`config.mk`:
```
export PLATFORM = sky130hd
export DESIGN_NAME = rowsel_dual_addresser
export DESIGN_NICKNAME = d
export VERILOG_FILES = /design/src/rtl/rowsel_pkg.sv /design/src/rtl/rowsel_start_regs.sv /design/src/rtl/rowsel_pointer.sv /design/src/rtl/rowsel_dual_addresser.sv
export SDC_FILE = /design/constraint.sdc
export NUM_CORES = 1
export LEC_CHECK = 0
export BUFFER_PORTS_ARGS = -buffer_cell sky130_fd_sc_hd__buf_2
export CELL_PAD_IN_SITES_DETAIL_PLACEMENT = 1
export CELL_PAD_IN_SITES_GLOBAL_PLACEMENT = 1
export CORE_MARGIN = 3
export CORE_UTILIZATION = 36
export CTS_CLUSTER_DIAMETER = 30
export DETAILED_ROUTE_END_ITERATION = 8
export GPL_TIMING_DRIVEN = 1
export HOLD_SLACK_MARGIN = 0.08
export PLACE_DENSITY = 0.83
export SYNTH_ARGS = -nofsm -noshare
export SYNTH_HDL_FRONTEND = slang
export SYNTH_SLANG_ARGS = --single-unit
```
`constraint.sdc`:
```
create_clock -name clk -period 1.6 [get_ports clk]
set_clock_uncertainty 0.2 [all_clocks]
set_input_delay 0.08 -clock clk [delete_from_list [all_inputs] [get_ports clk]]
set_output_delay 0.08 -clock clk [all_outputs]
set_load 0.005 [all_outputs]
```
`src/rtl/rowsel_pkg.sv`:
```
package rowsel_pkg;

    localparam int CFG_ADDR_W = 4;

    localparam logic [CFG_ADDR_W-1:0] ADDR_RD_START = 4'h1;
    localparam logic [CFG_ADDR_W-1:0] ADDR_SH_START = 4'h2;

    typedef enum logic [1:0] {
        SM_DESTRUCTIVE = 2'd0,
        SM_NDR_READ    = 2'd1,
        SM_NDR_SHUTTER = 2'd2,
        SM_NDR_BOTH    = 2'd3
    } scan_mode_e;

    typedef enum logic {
        PTR_READ    = 1'b0,
        PTR_SHUTTER = 1'b1
    } ptr_id_e;

    function automatic logic ptr_permitted(scan_mode_e m, ptr_id_e id);
        case (m)
            SM_NDR_READ:    return id == PTR_READ;
            SM_NDR_SHUTTER: return id == PTR_SHUTTER;
            default:        return 1'b1;
        endcase
    endfunction

endpackage

```
`src/rtl/rowsel_start_regs.sv`:
```
module rowsel_start_regs
    import rowsel_pkg::*;
#(
    parameter int NUM_ROWS = 12,
    parameter int DATA_W   = 8,
    localparam int ROW_W   = $clog2(NUM_ROWS)
) (
    input  logic                  clk,
    input  logic                  rst,
    input  logic [CFG_ADDR_W-1:0] cfg_addr,
    input  logic [DATA_W-1:0]     cfg_data,
    input  logic                  cfg_we,
    output logic [ROW_W-1:0]      rd_start,
    output logic [ROW_W-1:0]      sh_start
);
    localparam logic [ROW_W-1:0] ROW_MAX = ROW_W'(NUM_ROWS - 1);

    logic [ROW_W-1:0] clamped;

    always_comb begin
        if (cfg_data >= DATA_W'(NUM_ROWS)) clamped = ROW_MAX;
        else                               clamped = cfg_data[ROW_W-1:0];
    end

    always_ff @(posedge clk) begin
        if (rst) begin
            rd_start <= '0;
            sh_start <= '0;
        end else if (cfg_we) begin
            if (cfg_addr == ADDR_RD_START) rd_start <= clamped;
            if (cfg_addr == ADDR_SH_START) sh_start <= clamped;
        end
    end

    // foreign addresses leave both start rows untouched
    p_ignore_other_addr_r3: assert property (@(posedge clk) disable iff (rst)
        (cfg_we && cfg_addr != ADDR_RD_START && cfg_addr != ADDR_SH_START)
        |=> ($stable(rd_start) && $stable(sh_start)));

    // stored start rows never exceed the last row
    p_start_in_range_r4: assert property (@(posedge clk) disable iff (rst)
        (rd_start <= ROW_MAX) && (sh_start <= ROW_MAX));

    // a write to the read start address lands in the read register
    p_rd_write_r2: assert property (@(posedge clk) disable iff (rst)
        (cfg_we && cfg_addr == ADDR_RD_START && cfg_data < DATA_W'(NUM_ROWS))
        |=> rd_start == $past(cfg_data[ROW_W-1:0]));

endmodule

```
`src/rtl/rowsel_pointer.sv`:
```
module rowsel_pointer #(
    parameter int NUM_ROWS = 12,
    localparam int ROW_W   = $clog2(NUM_ROWS)
) (
    input  logic                clk,
    input  logic                rst,
    input  logic                permit,
    input  logic                load,
    input  logic                step,
    input  logic [ROW_W-1:0]    start,
    output logic [NUM_ROWS-1:0] rows
);
    logic [NUM_ROWS-1:0] vec_q;
    logic [NUM_ROWS-1:0] start_dec;
    logic                on_q;

    always_comb begin
        for (int i = 0; i < NUM_ROWS; i++) begin
            start_dec[i] = (start == ROW_W'(i));
        end
    end

    always_ff @(posedge clk) begin
        if (rst) begin
            vec_q <= '0;
            on_q  <= 1'b0;
        end else if (permit) begin
            if (load) begin
                vec_q <= start_dec;
                on_q  <= 1'b1;
            end else if (step && on_q) begin
                vec_q <= {vec_q[NUM_ROWS-2:0], vec_q[NUM_ROWS-1]};
            end
        end
    end

    assign rows = (on_q && permit) ? vec_q : '0;

    // an active pointer holds exactly one row
    p_onehot_r9: assert property (@(posedge clk) disable iff (rst)
        on_q |-> $countones(vec_q) == 1);

    // an advance rotates by one position, wrapping at the top
    p_step_rotates_r6: assert property (@(posedge clk) disable iff (rst)
        (permit && step && !load && on_q)
        |=> vec_q == {$past(vec_q[NUM_ROWS-2:0]), $past(vec_q[NUM_ROWS-1])});

    // load takes priority over a simultaneous advance
    p_load_wins_r8: assert property (@(posedge clk) disable iff (rst)
        (permit && load)
        |=> vec_q == (NUM_ROWS'(1) << $past(start)));

    // a pointer left out by the mode keeps its state
    p_gated_hold_r10: assert property (@(posedge clk) disable iff (rst)
        !permit |=> ($stable(vec_q) && $stable(on_q)));

endmodule

```
`src/rtl/rowsel_dual_addresser.sv`:
```
module rowsel_dual_addresser
    import rowsel_pkg::*;
#(
    parameter int NUM_ROWS = 12,
    parameter int DATA_W   = 8,
    localparam int ROW_W   = $clog2(NUM_ROWS)
) (
    input  logic                  clk,
    input  logic                  rst,
    input  logic [CFG_ADDR_W-1:0] cfg_addr,
    input  logic [DATA_W-1:0]     cfg_data,
    input  logic                  cfg_we,
    input  logic                  rd_load,
    input  logic                  rd_step,
    input  logic                  sh_load,
    input  logic                  sh_step,
    input  logic [1:0]            scan_mode,
    output logic [NUM_ROWS-1:0]   rd_rows,
    output logic [NUM_ROWS-1:0]   sh_rows
);
    localparam int NUM_PTRS = 2;

    logic [ROW_W-1:0]    start_v [NUM_PTRS];
    logic [NUM_ROWS-1:0] rows_v  [NUM_PTRS];
    logic [NUM_PTRS-1:0] load_v;
    logic [NUM_PTRS-1:0] step_v;
    scan_mode_e          mode;

    assign mode   = scan_mode_e'(scan_mode);
    assign load_v = {sh_load, rd_load};
    assign step_v = {sh_step, rd_step};

    rowsel_start_regs #(
        .NUM_ROWS (NUM_ROWS),
        .DATA_W   (DATA_W)
    ) u_regs (
        .clk      (clk),
        .rst      (rst),
        .cfg_addr (cfg_addr),
        .cfg_data (cfg_data),
        .cfg_we   (cfg_we),
        .rd_start (start_v[0]),
        .sh_start (start_v[1])
    );

    for (genvar g = 0; g < NUM_PTRS; g++) begin : g_ptr
        rowsel_pointer #(
            .NUM_ROWS (NUM_ROWS)
        ) u_ptr (
            .clk    (clk),
            .rst    (rst),
            .permit (ptr_permitted(mode, ptr_id_e'(g == 1))),
            .load   (load_v[g]),
            .step   (step_v[g]),
            .start  (start_v[g]),
            .rows   (rows_v[g])
        );
    end

    assign rd_rows = rows_v[0];
    assign sh_rows = rows_v[1];

    // read strobes alone never move the shutter outputs
    p_independent_r11: assert property (@(posedge clk) disable iff (rst)
        (rd_load || rd_step) && !sh_load && !sh_step && $stable(scan_mode)
        |=> (!$stable(scan_mode) || $stable(sh_rows)));

    // outputs never carry more than one selected row
    p_out_onehot0_r9: assert property (@(posedge clk) disable iff (rst)
        $onehot0(rd_rows) && $onehot0(sh_rows));

endmodule

```
==> results of run 1 <==
-- state kept, by name (all words and copies together) (netlist names) --
register and count:
g_ptr.u_ptr.on_q 2, u_regs.sh_start 4, g_ptr.u_ptr.vec_q 24, u_regs.rd_start 4
-- power groups by stage --
stage               logic [mW]  clock network, mW  registers [mW]
finish                   0.343              0.785           0.943
detailed placement       0.310                  0           0.962
floorplan                0.201                  0           0.948
global route             0.382              0.829           0.951
global placement         0.300                  0           0.959
CTS                      0.332              0.802           0.943
-- synth_stat cells (all sizes together) --
| cell type | instances |
|---|---|
| nand3 | 5 |
| and2 | 3 |
| and3b | 4 |
| nor3b | 3 |
| nor2 | 5 |
| mux2i | 2 |
| dfxtp | 34 |
| a311oi | 10 |
| buf | 1 |
| a21oi | 49 |
| and3 | 24 |
| clkbuf | 18 |
| nand2 | 1 |
| nand4 | 2 |
| or4 | 1 |
| nor2b | 23 |
| a21o | 2 |
| a211oi | 22 |
| or4b | 1 |
| nand2b | 11 |
-- final cells by class --
type | instances | share of cell area
clock buffer | 7 | 0.0321
clock inverter | 1 | 0.0126
multi-input combinational | 168 | 0.458
sequential | 34 | 0.286
tap | 67 | 0.0352
timing repair buffer | 67 | 0.177
-- logic make-up after synthesis --
logic type             share of synthesized area
flip-flops                                 0.376
multiplexers                              0.0111
AND/OR/NAND/NOR                            0.290
AO/OA/AOI/OAI                              0.283
buffers and inverters                     0.0401
-- repair_timing --
item | 4_1_cts | 5_1_grt
buffers inserted | 0 | 0
setup endpoints to repair | 0 | 18
gates resized for setup | 0 | 10
endpoints found under the hold margin | 13 | 2
-- worst max-delay path, stage by stage --
cell and delay [ns]:
dlygate4sd3_1 0.52, buf_2 0.14, nor2_2 0.13, dlygate4sd3_1 0.59, a211oi_2 0.08
-- layer usage --
| layer | global-route usage | share of wire | vias to the layer above | wire (um) |
|---|---|---|---|---|
| met2 | 0.295 | 0.47 | 40 | 2560 |
| met5 | 0 | 0 | - | 0 |
| met4 | 0.0525 | 0.011 | 0 | 61 |
| li1 | - | - | 931 | - |
| met3 | 0.0387 | 0.035 | 6 | 188 |
| met1 | 0.253 | 0.48 | 897 | 2610 |
-- stage by stage --
| step | area, um^2 | hold slack, ns | utilization | total power, mW |
|---|---|---|---|---|
| floorplan | 1810 | 0.0833 | - | 1.15 |
| global placement | 2130 | 0.194 | 0.445 | 1.26 |
| detailed placement | 2130 | 0.200 | 0.445 | 1.27 |
| CTS | 2350 | 0.00250 | 0.491 | 2.08 |
| global route | 2380 | 0.0371 | 0.498 | 2.16 |
| finish | 2380 | 0.0247 | 0.498 | 2.07 |
-- final timing paths --
check | depth (start not counted) | endpoint | slack [ns] | start
worst max-delay path | 5 | u_regs.sh_start[3] | 0.01 | cfg_data[3]
worst min register to register | 2 | g_ptr[0].u_ptr.vec_q[6] | 0.31 | g_ptr[0].u_ptr.vec_q[5]
worst max register to register | 3 | g_ptr[0].u_ptr.vec_q[3] | 0.16 | u_regs.rd_start[1]
worst min-delay path | 4 | u_regs.rd_start[2] | 0.02 | cfg_data[5]
==> flow_metrics.tcl, run 1 <==
set metrics [dict create \
    io_buffers 44 \
    fillers 595 \
    grt_antenna_before_repair 0 \
    cts.htree.levels 2 \
    synth_area_leader_cell "dfxtp_1" \
    grt_pass1_vias 1872 \
    holdBufCountCts 11 \
    grt_max_degree 35 \
    cp_max_fo 4 \
    fin_cells 344 \
    timing.final.crit_share 0.991 \
    drt_iter0_markers 132 \
    final_nets 297 \
    post-dp-hpwl_mm 3.62 \
    dp.cells 325 \
    wl_per_cell_um 15.7 \
    maxCapViolCount 0 \
    yosysWarnings 0 \
    worst_slew_pin_slew_ns 0.381 \
    design.die.area_mm2 0.00592 \
    p_sw_frac 0.261 \
    floorplan.initialDensity 0.378 \
    drc 0 \
    max_freq_mhz 631 \
    syn-instance-count 221 \
    routed_via_density 5.45 \
    final_max_slew_viol_count 0 \
    synth_area_mm2 0.00181 \
    min_path_type "in -> reg" \
    vias 1874 \
    mostFrequentLayoutCells "a21oi_1, buf_2, dfxtp_1, and3_1, nor2b_1" \
    area_growth_pct 31.5 \
    slew_headroom 0.746 \
    gp_congestion 0.819 \
    p_clk_frac 0.379 \
    netlist-cell-type-count 20 \
    grtUsageTotal 0.186 \
    power_density_mw_per_mm2 870 \
    cts_buffer_depth 2 \
    io_pins 45 \
    setup_viol 0 \
    wl_mm 5.41 \
    fin_crit_ns 1.59 \
    drive_above_1_share 0.264 \
    rows 25 \
    cts_buffers 5 \
    root_buffer "clkbuf_8" \
    avgSynthCellArea_um2 8.19 \
    p_comb_frac 0.165 \
    regArea_um2 681 \
    cts_tree "built" \
    cts.sinks 34 \
    clk_latency_ns 0.29 \
    setup_ws_ns 0.0148 \
    antenna-diode-count 0 \
    multi_input_area_mm2 0.00109 \
    synthTopCellsByArea "dfxtp_1, a21oi_1, a211oi_1" \
    p_int_mw 1.53 \
    preCtsSetupSlack_ns -0.0638 \
    cp.required_ns 1.56 \
    setup_tns_ns 0 \
    outcome "finished clean" \
    fp.dieH_um 76.9 \
    ant_nets 0 \
    hold_viol_final 0 \
    grt_pass1_wl_mm 9.14 \
    first_pass_iters 4 \
    cp-end-kind "flop" \
    pwr-share-seq 0.455 \
    startpoint_type "input port" \
    grt-ovfl-total 0 \
    synth_nets 242 \
    ys_seq_elements 34 \
    dieWidth_um 76.9 \
    core_area_mm2 0.00479 \
    synth_top_area_share 0.376 \
    peakVddDrop_uv 432 \
    layout_commonest_cell "a21oi_1" \
    leakage_nw 1.04 \
    crit_type "in -> reg" \
    cp.arrival_ns 1.54 \
    power.switching_mw 0.541 \
    ys_seq_area_frac 0.376 \
    clkTransAtPathRegs_ns 0.06 \
]
(Power assumes the default switching activity.)
==> run 2, diff against run 1 <==
--- a/config.mk
+++ b/config.mk
@@ -9,12 +9,14 @@
 export CELL_PAD_IN_SITES_DETAIL_PLACEMENT = 1
 export CELL_PAD_IN_SITES_GLOBAL_PLACEMENT = 1
 export CORE_MARGIN = 3
-export CORE_UTILIZATION = 36
+export CORE_UTILIZATION = 38
 export CTS_CLUSTER_DIAMETER = 30
+export CTS_CLUSTER_SIZE = 16
 export DETAILED_ROUTE_END_ITERATION = 8
 export GPL_TIMING_DRIVEN = 1
 export HOLD_SLACK_MARGIN = 0.08
-export PLACE_DENSITY = 0.83
+export PLACE_DENSITY = 0.86
+export SKIP_LAST_GASP = 1
 export SYNTH_ARGS = -nofsm -noshare
 export SYNTH_HDL_FRONTEND = slang
 export SYNTH_SLANG_ARGS = --single-unit
==> run 2 against run 1 <==
Sequential power hardly changed. Global-route usage is 2.9 points higher. Clock power is 14% lower. Register-to-register slack hardly changed. Critical endpoint is now g_ptr[0].u_ptr.vec_q[11]. Largest cell class unchanged.
==> flow_metrics.tcl, run 2 (synthesized netlist as in run 1, its figures left out) <==
set metrics [dict create \
    vias 1921 \
    outcome "finished clean" \
    grt_pass1_wl_mm 9.29 \
    fillers 561 \
    setup_viol 0 \
    reg.largest.list "g_ptr.u_ptr.vec_q x24, u_regs.rd_start x4, u_regs.sh_start x4" \
    core_area_mm2 0.00447 \
    drive_above_1_share 0.244 \
    antenna-diode-count 0 \
    root_buffer "clkbuf_8" \
    first_pass_iters 4 \
    grt_antenna_before_repair 0 \
    leakage_nw 1.04 \
    cp.required_ns 1.60 \
    fin_hold_ws_ns 0.0141 \
    grt_max_degree 35 \
    design.die.area_mm2 0.00563 \
    worst_slew_pin_slew_ns 0.500 \
    setup_tns_ns 0 \
    cp-end-kind "flop" \
    slowest_delay_ns 0.53 \
    mostFrequentLayoutCells "a21oi_1, buf_2, dfxtp_1, and3_1" \
    timing.critical_path.max_delay_family "buffers and inverters" \
    fin_crit_ns 1.52 \
    floorplan.initialDensity 0.405 \
    cts.sinks 34 \
    fin_cells 331 \
    cts_buffer_depth 2 \
    wl_mm 5.80 \
    timing.final.crit_share 0.949 \
    max_freq_mhz 659 \
    rsz0062_at_grt "no" \
    cp.arrival_ns 1.52 \
    crit_buf_inv 2 \
    hold_viol_final 0 \
    drc 0 \
    critPathSlowestCell "dlygate4sd3_1" \
    dieWidth_um 75.0 \
    top_register "g_ptr.u_ptr.vec_q" \
    routed_via_density 5.80 \
    crit_type "in -> reg" \
    grtUsageTotal 0.215 \
    startpoint_type "input port" \
    final_nets 299 \
    largest_reg_flops 24 \
    cts.htree.levels 2 \
    cp_max_fo 12 \
    grt_pass1_vias 1889 \
    p_total_mw 1.96 \
    peakVddDrop_uv 359 \
    wl_per_cell_um 17.5 \
    crit_chain "dlygate4sd3_1, buf_2, a21o_1, and2_2, a311oi_1" \
    final_max_slew_viol_count 0 \
    maxCapViolCount 0 \
    io_pins 45 \
    grt-ovfl-total 0 \
    fp.dieH_um 75.0 \
    ant_nets 0 \
    area_growth_pct 29.0 \
    min_path_type "in -> reg" \
    r2r_slack_ns 0.16 \
    clk_latency_ns 0.30 \
    gp_congestion 0.792 \
    cts_buffers 5 \
    power_density_mw_per_mm2 840 \
    cts_tree "built" \
    layout_commonest_cell "a21oi_1" \
    slew_headroom 0.667 \
    post-dp-hpwl_mm 3.80 \
    drt_iter0_markers 185 \
    io_buffers 44 \
    rows 24 \
    clkTransAtPathRegs_ns 0.07 \
    dp.cells 311 \
]
## run 2: worst reg2reg max path, delay by kind of cell (launching register included)
family | cells | cell delay (ns)
flip-flops | 1 | 0.48
AO/OA/AOI/OAI | 2 | 0.38
AND/OR/NAND/NOR | 1 | 0.30
## run 2: final timing paths
check                          startpoint                       end  cells past startpoint
setup / recovery                  rd_load  g_ptr[0].u_ptr.vec_q[11]                      5
hold / removal                cfg_data[4]        u_regs.rd_start[2]                      4
setup reg to reg       u_regs.sh_start[0]   g_ptr[1].u_ptr.vec_q[5]                      3
hold reg to reg   g_ptr[1].u_ptr.vec_q[6]   g_ptr[1].u_ptr.vec_q[7]                      2
## run 2: final cells by class
cell class / instances / area [um^2] / area share
clock inverters: 1 / 5.00 / 0.00214
clock buffers: 7 / 86.3 / 0.0370
flip-flops and latches: 34 / 681 / 0.291
repair buffers: 69 / 438 / 0.187
well taps: 52 / 65.1 / 0.0279
multi-input cells: 168 / 1060 / 0.454
## run 2: stage by stage
step	utilization	setup slack, ns	cell area, um^2
after detailed placement	0.474	-0.0634	2120
after global placement	0.474	-0.00503	2120
final	0.522	0.0819	2340
after CTS	0.519	0.0365	2320
after floorplan	-	0.111	1810
after global routing	0.522	0.0182	2340
## run 2: report_power, final
| part | internal, mW | total (mW) | switching (mW) |
|---|---|---|---|
| Combinational | 0.161 | 0.344 | 0.182 |
| Clock | 0.347 | 0.672 | 0.325 |
| Sequential | 0.902 | 0.946 | 0.0440 |
| Total | 1.41 | 1.96 | 0.551 |
## run 2: layer usage
layer,routed length [um],vias up,track usage
met5,0,-,0
met4,97,0,0.0652
met3,266,9,0.0507
met2,2780,57,0.355
met1,2660,916,0.278
li1,-,939,-
## run 2: timing repair
item / 4_1_cts / 5_1_grt
setup buffers: 0 / 0
gates resized for setup: 0 / 2
hold buffers: 11 / 1
setup endpoints to repair: 0 / 3
hold endpoints to repair: 7 / 3
==> run 3, diff against run 2 <==
--- a/config.mk
+++ b/config.mk
@@ -6,6 +6,7 @@
 export NUM_CORES = 1
 export LEC_CHECK = 0
 export BUFFER_PORTS_ARGS = -buffer_cell sky130_fd_sc_hd__buf_2
+export CAP_MARGIN = 20
 export CELL_PAD_IN_SITES_DETAIL_PLACEMENT = 1
 export CELL_PAD_IN_SITES_GLOBAL_PLACEMENT = 1
 export CORE_MARGIN = 3
==> constraint.sdc (replaced) <==
create_clock -name clk -period 1.7 [get_ports clk]
set_clock_uncertainty 0.2 [all_clocks]
set_input_delay 0.085 -clock clk [delete_from_list [all_inputs] [get_ports clk]]
set_output_delay 0.085 -clock clk [all_outputs]
set_load 0.005 [all_outputs]
==> run 3 against run 2 <==
Critical path depth decreased by 2. Clock power up 39%. Register-to-register slack got worse by 0.04 ns. Worst setup slack better by 0.038 ns. Count of clock-buffer cells in the layout is 1 lower. Final cell count shrank 1.8%. Flip-flop and latch count stayed put. Critical path type is now reg -> reg. Largest cell class unchanged.
==> flow_metrics.tcl, run 3 (synthesized netlist as in run 1, its figures left out) <==
set metrics [dict create \
    setup_tns_ns 0 \
    ant_nets 0 \
    cts_buffer_depth 2 \
    dp.cells 308 \
    r2r_slack_ns 0.12 \
    setup_viol 0 \
    grt-ovfl-total 0 \
    clkTransAtPathRegs_ns 0.07 \
    holdBufCountCts 9 \
    post_cts_buffers 0 \
    area_growth_pct 28.7 \
    dieWidth_um 75.0 \
    gp_congestion 0.775 \
    startpoint_type "flop" \
    crit_buf_inv 0 \
    clk_latency_ns 0.29 \
    crit_chain "nor3b_1, nand3_1, a311oi_1" \
    root_buffer "clkbuf_8" \
    io_buffers 44 \
    wl_per_cell_um 17.3 \
    fin_crit_ns 1.58 \
    fillers 543 \
    slew_headroom 0.661 \
    fin_util 0.521 \
    fp.dieH_um 75.0 \
    cts.htree.levels 2 \
    core_area_mm2 0.00447 \
    cts_tree "built" \
    timing.final.crit_share 0.930 \
    first_pass_iters 4 \
    grt_antenna_before_repair 0 \
    timing.critical_path.max_delay_family "simple AND/OR/NAND/NOR gates" \
    routed_via_density 5.92 \
    grt_max_degree 35 \
    layout_commonest_cell "a21oi_1" \
    io_pins 45 \
    crit_type "reg -> reg" \
    vias 1924 \
    slowest_delay_ns 0.48 \
    maxCapViolCount 0 \
    wl_mm 5.61 \
    largest_reg_flops 24 \
    cp.arrival_ns 1.58 \
    reg.largest.list "g_ptr.u_ptr.vec_q x24, u_regs.rd_start x4, u_regs.sh_start x4" \
    peakVddDrop_uv 390 \
    hold_viol_final 0 \
    worst_slew_pin_slew_ns 0.507 \
    ctsResizeCount 0 \
    final_nets 293 \
    antenna-diode-count 0 \
    grtUsageTotal 0.217 \
    mostFrequentLayoutCells "a21oi_1, buf_2, dfxtp_1, and3_1, nor2b_1" \
    design.die.area_mm2 0.00563 \
    final_max_slew_viol_count 0 \
    drc 0 \
    drt_iter0_markers 146 \
    drive_above_1_share 0.234 \
    grt_pass1_vias 1959 \
    fin_cells 325 \
    rows 24 \
    floorplan.initialDensity 0.405 \
    critPathSlowestCell "nor3b_1" \
    leakage_nw 1.03 \
    cp-end-kind "flop" \
    max_freq_mhz 633 \
    cts.sinks 34 \
    rsz0062_at_grt "no" \
    min_path_type "in -> reg" \
    cp.required_ns 1.70 \
    post-dp-hpwl_mm 3.69 \
    power_density_mw_per_mm2 914 \
    cp_max_fo 6 \
    grt_pass1_wl_mm 9.40 \
    outcome "finished clean" \
    top_register "g_ptr.u_ptr.vec_q" \
    cts_buffers 5 \
]
-- run 3: metrics by stage --
stage          worst slack (ns)  power [mW]  cell area, um^2  hold WS, ns
2_1_floorplan             0.206        1.08             1810       0.0883
3_3_place_gp             0.0914        1.18             2100        0.198
3_5_place_dp             0.0374        1.19             2100        0.210
4_1_cts                   0.130        2.14             2330      0.00116
5_1_grt                 0.00581        2.24             2330     -0.00846
6_report                  0.119        2.13             2330      0.00429
-- run 3: final timing paths --
| path | from | end | depth (start not counted) |
|---|---|---|---|
| setup / recovery | u_regs.rd_start[3] | g_ptr[0].u_ptr.vec_q[6] | 3 |
| setup reg to reg | u_regs.rd_start[3] | g_ptr[0].u_ptr.vec_q[6] | 3 |
| hold reg to reg | g_ptr[1].u_ptr.vec_q[10] | g_ptr[1].u_ptr.vec_q[11] | 2 |
| hold / removal | cfg_data[4] | u_regs.rd_start[2] | 4 |
-- run 3: power breakdown --
part	total (mW)	leakage [nW]	switching, mW	internal [mW]
Clock	0.932	0.0714	0.307	0.626
Combinational	0.310	0.674	0.168	0.142
Sequential	0.889	0.279	0.0406	0.849
-- run 3: cell type report --
type	instances	area [um^2]	area share
clock buffers	6	82.6	0.0354
clock inverters	2	60.1	0.0258
repair buffers	63	385	0.165
well taps	52	65.1	0.0279
multi-input cells	168	1060	0.454
flip-flops and latches	34	681	0.292
-- run 3: worst register-to-register path, stage by stage, from the launching register on --
cell	delay [ns]
dfxtp_1	0.38
nor3b_1	0.48
nand3_1	0.17
a311oi_1	0.27
-- run 3: layer usage --
layer,up-vias,GRT usage,share of wire
li1,924,-,-
met5,-,0,0
met2,59,0.364,0.50
met4,0,0.0593,0.0059
met1,939,0.275,0.45
met3,2,0.0561,0.046
